### src/rtl/rcfg_pkg.sv
package rcfg_pkg;
   // register byte offsets
   localparam int OFS_CTRL   = 'h08;
   localparam int OFS_STAT   = 'h10;
   localparam int OFS_DATA   = 'h18;
   localparam int OFS_ERR    = 'h20;
   localparam int OFS_ID_HI  = 'hA8;
   localparam int OFS_ID_LO  = 'hB0;
   localparam int SPAN_BYTES = 'hB8;

   // control field positions
   localparam int CTL_RST    = 0;
   localparam int CTL_ACK    = 4;
   localparam int CTL_RGN_LO = 7;
   localparam int RGN_W      = 3;
   localparam int CTL_START  = 12;
   localparam int CTL_DONE   = 13;

   // status field positions
   localparam int STS_CRED_W   = 9;
   localparam int STS_BUSY     = 16;
   localparam int STS_CTRLR_LO = 20;
   localparam int STS_HOST_LO  = 24;

   // error flag positions
   localparam int ERR_OP     = 0;
   localparam int ERR_CRC    = 1;
   localparam int ERR_INCOMP = 2;
   localparam int ERR_PROTO  = 3;
   localparam int ERR_OVF    = 4;
   localparam int ERR_W      = 5;

   typedef logic [63:0] reg64_t;
endpackage

### src/rtl/rcfg_err_flags.sv
module rcfg_err_flags #(
   parameter int W = 5
) (
   input  logic         clk,
   input  logic         rst_n,
   input  logic [W-1:0] set_i,
   input  logic [W-1:0] clr_i,
   output logic [W-1:0] flag_o
);
   logic [W-1:0] flag_q;

   if (W < 1) begin : g_bad_w
      $error("rcfg_err_flags: W must be at least 1");
   end

   for (genvar i = 0; i < W; i++) begin : g_bit
      always_ff @(posedge clk or negedge rst_n) begin
         if (!rst_n)        flag_q[i] <= 1'b0;
         else if (set_i[i]) flag_q[i] <= 1'b1;
         else if (clr_i[i]) flag_q[i] <= 1'b0;
      end

      AST_SET_WINS: assert property (@(posedge clk) disable iff (!rst_n)
         set_i[i] |=> flag_q[i]);
   end

   AST_STICKY: assert property (@(posedge clk) disable iff (!rst_n)
      ((flag_q & ~clr_i) != '0) |=> (($past(flag_q & ~clr_i) & ~flag_q) == '0));

   assign flag_o = flag_q;
endmodule

### src/rtl/rcfg_word_queue.sv
module rcfg_word_queue #(
   parameter int DEPTH  = 16,
   parameter int WORD_W = 32,
   localparam int PTR_W = (DEPTH > 1) ? $clog2(DEPTH) : 1,
   localparam int CNT_W = $clog2(DEPTH + 1)
) (
   input  logic              clk,
   input  logic              rst_n,
   input  logic              flush_i,
   input  logic              push_i,
   input  logic [WORD_W-1:0] push_data_i,
   input  logic              pop_i,
   output logic [WORD_W-1:0] head_o,
   output logic              empty_o,
   output logic              full_o,
   output logic [CNT_W-1:0]  count_o
);
   logic [WORD_W-1:0] mem_q [DEPTH];
   logic [PTR_W-1:0]  wptr_q, rptr_q;
   logic [CNT_W-1:0]  cnt_q;

   if (DEPTH < 2) begin : g_bad_depth
      $error("rcfg_word_queue: DEPTH must be at least 2");
   end

   function automatic logic [PTR_W-1:0] nxt(input logic [PTR_W-1:0] p);
      return (p == PTR_W'(DEPTH - 1)) ? '0 : p + 1'b1;
   endfunction

   for (genvar i = 0; i < DEPTH; i++) begin : g_slot
      always_ff @(posedge clk) begin
         if (push_i && !flush_i && wptr_q == PTR_W'(i)) mem_q[i] <= push_data_i;
      end
   end

   always_ff @(posedge clk or negedge rst_n) begin
      if (!rst_n) begin
         wptr_q <= '0;
         rptr_q <= '0;
         cnt_q  <= '0;
      end else if (flush_i) begin
         wptr_q <= '0;
         rptr_q <= '0;
         cnt_q  <= '0;
      end else begin
         if (push_i) wptr_q <= nxt(wptr_q);
         if (pop_i)  rptr_q <= nxt(rptr_q);
         if (push_i && !pop_i)      cnt_q <= cnt_q + 1'b1;
         else if (pop_i && !push_i) cnt_q <= cnt_q - 1'b1;
      end
   end

   assign head_o  = mem_q[rptr_q];
   assign empty_o = (cnt_q == '0);
   assign full_o  = (cnt_q == CNT_W'(DEPTH));
   assign count_o = cnt_q;

   AST_NO_OVERFLOW: assert property (@(posedge clk) disable iff (!rst_n)
      cnt_q <= CNT_W'(DEPTH));
   AST_PUSH_ROOM: assert property (@(posedge clk) disable iff (!rst_n)
      (push_i && !pop_i) |-> !full_o);
   AST_POP_DATA: assert property (@(posedge clk) disable iff (!rst_n)
      pop_i |-> !empty_o);
endmodule

### src/rtl/rcfg_ctrl_regs.sv
module rcfg_ctrl_regs
   import rcfg_pkg::*;
#(
   parameter int          ADDR_W     = 8,
   parameter int          DEPTH      = 16,
   parameter int          WORD_W     = 32,
   parameter logic [63:0] INTF_ID_HI = 64'h5A17_C0DE_0000_0001,
   parameter logic [63:0] INTF_ID_LO = 64'h9E3D_44F1_BEEF_7702
) (
   input  logic              clk,
   input  logic              rst_n,
   input  logic              bus_wr,
   input  logic [ADDR_W-1:0] bus_addr,
   input  logic [63:0]       bus_wdata,
   output logic [63:0]       bus_rdata,
   output logic              eng_rst_req,
   output logic [2:0]        eng_region,
   output logic              eng_session,
   output logic              eng_pushed,
   input  logic              eng_release,
   input  logic              eng_err_op,
   input  logic              eng_err_crc,
   input  logic              eng_err_incompat,
   input  logic [2:0]        eng_ctrlr_sts,
   input  logic [3:0]        eng_host_sts,
   output logic              word_valid,
   output logic [WORD_W-1:0] word_data,
   input  logic              word_take
);
   localparam int CNT_W = $clog2(DEPTH + 1);

   if (DEPTH >= (1 << STS_CRED_W)) begin : g_bad_depth
      $error("rcfg_ctrl_regs: DEPTH does not fit the credit field");
   end
   if (WORD_W < 1 || WORD_W > 32) begin : g_bad_word
      $error("rcfg_ctrl_regs: WORD_W must be 1..32");
   end
   if ((1 << ADDR_W) < SPAN_BYTES) begin : g_bad_addr
      $error("rcfg_ctrl_regs: ADDR_W too narrow for the register span");
   end

   logic             rst_req_q, ack_q, start_q, done_q;
   logic [RGN_W-1:0] region_q;
   logic             wr_ctrl, wr_data, wr_err;
   logic             q_empty, q_full, q_push, q_pop;
   logic [CNT_W-1:0] q_count;
   logic [STS_CRED_W-1:0] credit;
   logic [ERR_W-1:0] err_set, err_clr, err_q;
   reg64_t           ctrl_rd, stat_rd;
   logic             unused_wdata;

   assign wr_ctrl = bus_wr && (bus_addr == ADDR_W'(OFS_CTRL));
   assign wr_data = bus_wr && (bus_addr == ADDR_W'(OFS_DATA));
   assign wr_err  = bus_wr && (bus_addr == ADDR_W'(OFS_ERR));

   always_ff @(posedge clk or negedge rst_n) begin
      if (!rst_n) begin
         rst_req_q <= 1'b0;
         ack_q     <= 1'b0;
         start_q   <= 1'b0;
         done_q    <= 1'b0;
         region_q  <= '0;
      end else begin
         if (wr_ctrl) begin
            rst_req_q <= bus_wdata[CTL_RST];
            region_q  <= bus_wdata[CTL_RGN_LO +: RGN_W];
         end
         if (wr_ctrl && !bus_wdata[CTL_RST]) ack_q <= 1'b0;
         else                                ack_q <= rst_req_q;
         if (rst_req_q || eng_release) begin
            start_q <= 1'b0;
            done_q  <= 1'b0;
         end else begin
            if (wr_ctrl && bus_wdata[CTL_START]) start_q <= 1'b1;
            if (wr_ctrl && bus_wdata[CTL_DONE])  done_q  <= 1'b1;
         end
      end
   end

   assign q_push = wr_data && start_q && !rst_req_q && !q_full;
   assign q_pop  = word_take && !q_empty;

   rcfg_word_queue #(.DEPTH(DEPTH), .WORD_W(WORD_W)) u_queue (
      .clk         (clk),
      .rst_n       (rst_n),
      .flush_i     (rst_req_q),
      .push_i      (q_push),
      .push_data_i (bus_wdata[WORD_W-1:0]),
      .pop_i       (q_pop),
      .head_o      (word_data),
      .empty_o     (q_empty),
      .full_o      (q_full),
      .count_o     (q_count)
   );

   assign credit = STS_CRED_W'(DEPTH) - STS_CRED_W'(q_count);

   always_comb begin
      err_set             = '0;
      err_set[ERR_OP]     = eng_err_op;
      err_set[ERR_CRC]    = eng_err_crc;
      err_set[ERR_INCOMP] = eng_err_incompat;
      err_set[ERR_PROTO]  = wr_data && !start_q;
      err_set[ERR_OVF]    = wr_data && start_q && q_full;
      err_clr             = wr_err ? bus_wdata[ERR_W-1:0] : '0;
   end

   rcfg_err_flags #(.W(ERR_W)) u_err (
      .clk    (clk),
      .rst_n  (rst_n),
      .set_i  (err_set),
      .clr_i  (err_clr),
      .flag_o (err_q)
   );

   always_comb begin
      ctrl_rd = '0;
      ctrl_rd[CTL_RST]                = rst_req_q;
      ctrl_rd[CTL_ACK]                = ack_q;
      ctrl_rd[CTL_RGN_LO +: RGN_W]    = region_q;
      ctrl_rd[CTL_START]              = start_q;
      ctrl_rd[CTL_DONE]               = done_q;
      stat_rd = '0;
      stat_rd[STS_CRED_W-1:0]         = credit;
      stat_rd[STS_BUSY]               = start_q;
      stat_rd[STS_CTRLR_LO +: 3]      = eng_ctrlr_sts;
      stat_rd[STS_HOST_LO +: 4]       = eng_host_sts;
      unique case (bus_addr)
         ADDR_W'(OFS_CTRL):  bus_rdata = ctrl_rd;
         ADDR_W'(OFS_STAT):  bus_rdata = stat_rd;
         ADDR_W'(OFS_ERR):   bus_rdata = {{(64 - ERR_W){1'b0}}, err_q};
         ADDR_W'(OFS_ID_HI): bus_rdata = INTF_ID_HI;
         ADDR_W'(OFS_ID_LO): bus_rdata = INTF_ID_LO;
         default:            bus_rdata = '0;
      endcase
   end

   assign unused_wdata = ^bus_wdata;

   assign eng_rst_req = rst_req_q;
   assign eng_region  = region_q;
   assign eng_session = start_q;
   assign eng_pushed  = done_q;
   assign word_valid  = !q_empty;

   AST_ACK_WITH_REQ: assert property (@(posedge clk) disable iff (!rst_n)
      ack_q |-> rst_req_q);
   AST_START_HW_CLEAR: assert property (@(posedge clk) disable iff (!rst_n)
      $fell(start_q) |-> $past(rst_req_q || eng_release));
   AST_DONE_NEEDS_CLEAR: assert property (@(posedge clk) disable iff (!rst_n)
      $fell(done_q) |-> $past(rst_req_q || eng_release));
   AST_FLUSH_EMPTY: assert property (@(posedge clk) disable iff (!rst_n)
      rst_req_q |=> !word_valid);
   AST_OVF_FLAG: assert property (@(posedge clk) disable iff (!rst_n)
      (wr_data && start_q && credit == '0) |=> err_q[ERR_OVF]);
   AST_PROTO_FLAG: assert property (@(posedge clk) disable iff (!rst_n)
      (wr_data && !start_q) |=> err_q[ERR_PROTO]);
endmodule

### config.mk
export PLATFORM = sky130hd
export DESIGN_NAME = rcfg_ctrl_regs
export DESIGN_NICKNAME = d
export VERILOG_FILES = /design/src/rtl/rcfg_pkg.sv /design/src/rtl/rcfg_err_flags.sv /design/src/rtl/rcfg_word_queue.sv /design/src/rtl/rcfg_ctrl_regs.sv
export SDC_FILE = /design/constraint.sdc
export NUM_CORES = 1
export LEC_CHECK = 0
export ABC_CLOCK_PERIOD_IN_PS = 7300
export BUFFER_PORTS_ARGS = -buffer_cell sky130_fd_sc_hd__buf_2
export CORE_AREA = 2 2 192 194
export DETAILED_ROUTE_END_ITERATION = 6
export DIE_AREA = 0 0 194 196
export PLACE_DENSITY = 0.77
export SLEW_MARGIN = 20
export SYNTH_ARGS = -nofsm -noshare
export SYNTH_HDL_FRONTEND = slang
export SYNTH_SLANG_ARGS = --single-unit
export TNS_END_PERCENT = 100
### constraint.sdc
create_clock -name clk -period 7.3 [get_ports clk]
set_input_delay 1.46 -clock clk [delete_from_list [all_inputs] [get_ports clk]]
set_output_delay 1.46 -clock clk [all_outputs]
set_load 0.1 [all_outputs]
==> impl_metrics.py <==
metrics = {
    "sta": {
        "fmax_mhz": 188,
        "setup_total_negative_slack_ps": 0,
        "worst_slew_margin_rel_pct": 26.5,
        "worst_hold_slack_ps": 490,
        "unrepaired_setup_endpoints_after_global_routing": "no",
        "fin_crit_sh_pct": 72.8,
        "count_of_final_max_slew_check_failures": 0,
        "worst_margin_slew_ps": 1100,
        "final-hold-violation-count": 0,
        "setup_viol": 0,
        "fin_skew_ps": 25.0,
        "min_period_ps": 5310,
    },
    "die": {
        "initial_utilization_pct": 60.0,
        "floorplan.io_pins": 190,
        "fp.coreArea_um2": 36100,
        "die_height_um": 196,
        "die_width_um": 194,
        "placementRows": 70,
        "die_area_um2": 38000,
    },
    "finish": {
        "mostFrequentLayoutCells": "edfxtp_1, buf_2, mux2i_1",
        "design.final.nets": 1389,
        "layout.cell_area.non_filler_um2": 24200,
        "layout.filler_cells": 2312,
        "area_delta_synth_final_pct": 11.9,
        "num_antenna_cells": 0,
        "final_common_cell": "edfxtp_1",
        "post_route_cells_drive_above_1_share_pct": 25.4,
    },
    "worst_setup_path": {
        "crit_path_max_incr_delay_ps": 770,
        "worst-setup-path-type": "input pin to output port",
        "crit_top_cell": "buf_2",
        "critPathArrivalTime_ps": 3850,
        "timing.critical_path.slowest_stage_cell": "nor4b_2",
        "end_kind": "output port",
        "cells_along_the_critical_path": "buf_2, nor4b_2, and2_1, and3_1, a211o_2, buf_2",
        "reg2reg_from": "u_queue.count_o[1]",
        "timing.reg2reg.setup_slack_ps": 3660,
        "startpoint_type": "input pin",
        "r2r_end": "u_queue.mem_q[7][19]",
        "critPathMaxFanout": 12,
        "worst_ep_required_time_ps": 5840,
        "reg2reg_depth": 8,
    },
    "clock_network": {
        "post_cts_resize_count": 0,
        "post-cts-setup-buffers": 0,
        "root_buffer_selected_by_cts": "clkbuf_16",
        "clock_tree.buffer_depth": 3,
        "number_of_cts_inserted_buffers": 51,
        "clock_insertion_delay_worst_skew_ps": 560,
        "tritoncts": "built",
        "htree_levels": 2,
        "clk_transition_reported_paths_ps": 60,
        "cts.sink_count": 537,
        "cts.hold.buffers_added": 0,
    },
    "synthesis": {
        "synth_xor_xnor_area_share_pct": 0.243,
        "post_synth_and_or_nand_nor_area_fraction_pct": 3.01,
        "ys_ff_latch": 537,
        "leading_post_synthesis_cells_by_cell_area": "edfxtp_1, mux4_2, mux2i_1",
        "async_reset_ff_share_pct": 4.66,
        "synth-edff-count": 512,
        "combinational_family_with_the_most_area_after_synthesis": "multiplexers",
        "synth_ff_type": "edfxtp_1",
        "synthesis.instances": 1168,
        "synth-adder-area-share_pct": 0.786,
        "synth_seq_area_share_pct": 73.9,
        "yosysUniqueCellTypes": 58,
        "post_synth.cell_area_avg_um2": 18.5,
        "synthesis.yosys.warnings": 0,
        "synth_area_um2": 21700,
        "synth.mux.area_fraction_pct": 13.0,
        "synth_top_cell_area_share_pct": 71.0,
        "post-synth-top-area-cell": "edfxtp_1",
        "synth_compound_area_share_pct": 6.07,
    },
    "detailed_routing": {
        "drt_pre_antenna_iters": 5,
        "avgRoutedWirePerCell_um": 25.7,
        "route.detailed.vias_per_inst": 6.36,
        "drt_drc": 0,
        "drt.antenna.violating_nets": 0,
        "initialDrtViolationCount": 1110,
        "routed_wirelength_um": 46100,
        "route.vias.total": 11400,
    },
    "power_and_ir_drop": {
        "power_switching_share_pct": 39.2,
        "max-vdd-ir-drop_v": 0.000339,
        "clock_power_share_pct": 26.3,
        "p_per_area_nw_per_um2": 395,
        "totalPowerFinal_mw": 9.57,
        "seq_power_share_pct": 37.1,
        "power.net_switching_mw": 3.76,
        "combinationalPowerShare_pct": 36.6,
        "leakage_nw": 8.53,
        "cellInternalPower_mw": 5.82,
    },
    "global_route": {
        "grt_pass1_vias": 11500,
        "antenna_found_initial": 0,
        "grt_usage_pct": 24.4,
        "global_route_wire_length_before_repair_um": 68600,
        "grt.met2_usage_pct": 42.1,
        "grt_use_met1_pct": 32.6,
        "grt_overflow": 0,
        "grtUsageMet3_pct": 3.95,
        "grt_start_max_net_pins": 58,
        "grt_busiest_layer": "met2",
    },
    "place": {
        "placement.io_buffers": 145,
        "routability_congestion_estimate": 0.771,
        "dpl.hpwl_um": 24300,
        "dpl-instance-area_um2": 22600,
    },
    "worst_hold_path": {
        "hold_path_startpoint": "u_err.flag_o[1]",
        "worst_hold_path_type": "flop to flop",
        "min_path_cells": 1,
        "holdPathEnd": "u_err.flag_o[1]",
    },
    "status": {
        "result_of_the_run": "complete, no violations",
    },
    "flow_run": {
        "max-cap-violations": 0,
    },
}
metrics by stage:
stage | util [%] | cells | setup slack, ps
after floorplan | - | 1179 | 773
after global placement | 62.7 | 1704 | 2090
after detailed placement | 62.7 | 1704 | 2020
after CTS | 67.1 | 1797 | 2020
after global routing | 67.2 | 1797 | 1870
final | 67.2 | 1797 | 1990
area by class of cell:
class | instances | area (um2) | area share [%]
clock buffers | 73 | 1490 | 6.15
clock inverters | 20 | 120 | 0.496
inverters | 10 | 37.5 | 0.155
multi-input cells | 524 | 5100 | 21.1
flip-flops and latches | 537 | 16000 | 66.1
well taps | 468 | 586 | 2.42
repair buffers | 165 | 888 | 3.67
state kept, by name (all words and copies together), names as in the netlist:
register,count
u_queue.rptr_q,4
u_err.flag_o,5
eng_pushed,1
eng_region,3
eng_rst_req,1
u_queue.wptr_q,4
u_queue.mem_q,512
u_queue.count_o,5
ack_q,1
eng_session,1
synthesized netlist by cell type, drive strengths merged (3+ instances only):
| cell type | count |
|---|---|
| edfxtp | 512 |
| mux2i | 132 |
| buf | 82 |
| a221oi | 64 |
| mux4 | 64 |
| nand2 | 45 |
| o21ai | 34 |
| a22oi | 32 |
| clkbuf | 26 |
| dfrtp | 25 |
| a21o | 16 |
| ha | 12 |
| and3 | 11 |
| nor2 | 11 |
| and2 | 10 |
| inv | 10 |
| nand3 | 10 |
| nor3 | 8 |
| a21oi | 5 |
| mux2 | 4 |
| xnor2 | 4 |
| a221o | 3 |
| a31oi | 3 |
| and4 | 3 |
| nand4 | 3 |
| nor2b | 3 |
| nor4b | 3 |
how the worst max path moves through the flow:
stage,start,to,cells after the start
2_1_floorplan,bus_addr[2],bus_rdata[38],4
4_1_cts,u_queue.rptr_q[2],word_data[23],6
3_3_place_gp,bus_addr[6],bus_rdata[8],6
3_5_place_dp,bus_addr[6],bus_rdata[8],6
5_1_grt,u_queue.rptr_q[0],word_data[25],6
6_report,bus_addr[6],bus_rdata[8],6
routing by layer:
metal  up-vias  part of all wire, %
met4         0                  2.2
met1      5819                   39
met3        74                  7.9
met2       569                   51
li1       4967                    -
met5         -                    0
critical path: cells and delay by family:
family,cells,cell delay (ps)
AO/OA/AOI/OAI,1,150
AND/OR/NAND/NOR,3,1680
buffers and inverters,2,550
cells by family after synthesis:
family | after synthesis
flops | 537
xor+xnor | 6
fa+ha+maj | 13
buf+inv | 118
other cells | 1
simple gates | 119
mux | 200
compound gates | 174
power groups by stage:
stage | Sequential [mW] | Combinational, mW | Clock (mW)
6_report | 3.56 | 3.50 | 2.51
2_1_floorplan | 3.49 | 2.94 | 0
4_1_cts | 3.56 | 3.52 | 2.54
3_5_place_dp | 3.62 | 3.50 | 0
5_1_grt | 3.57 | 3.69 | 2.67
3_3_place_gp | 3.62 | 3.46 | 0
No activity file was read; power rests on OpenSTA's default activity.
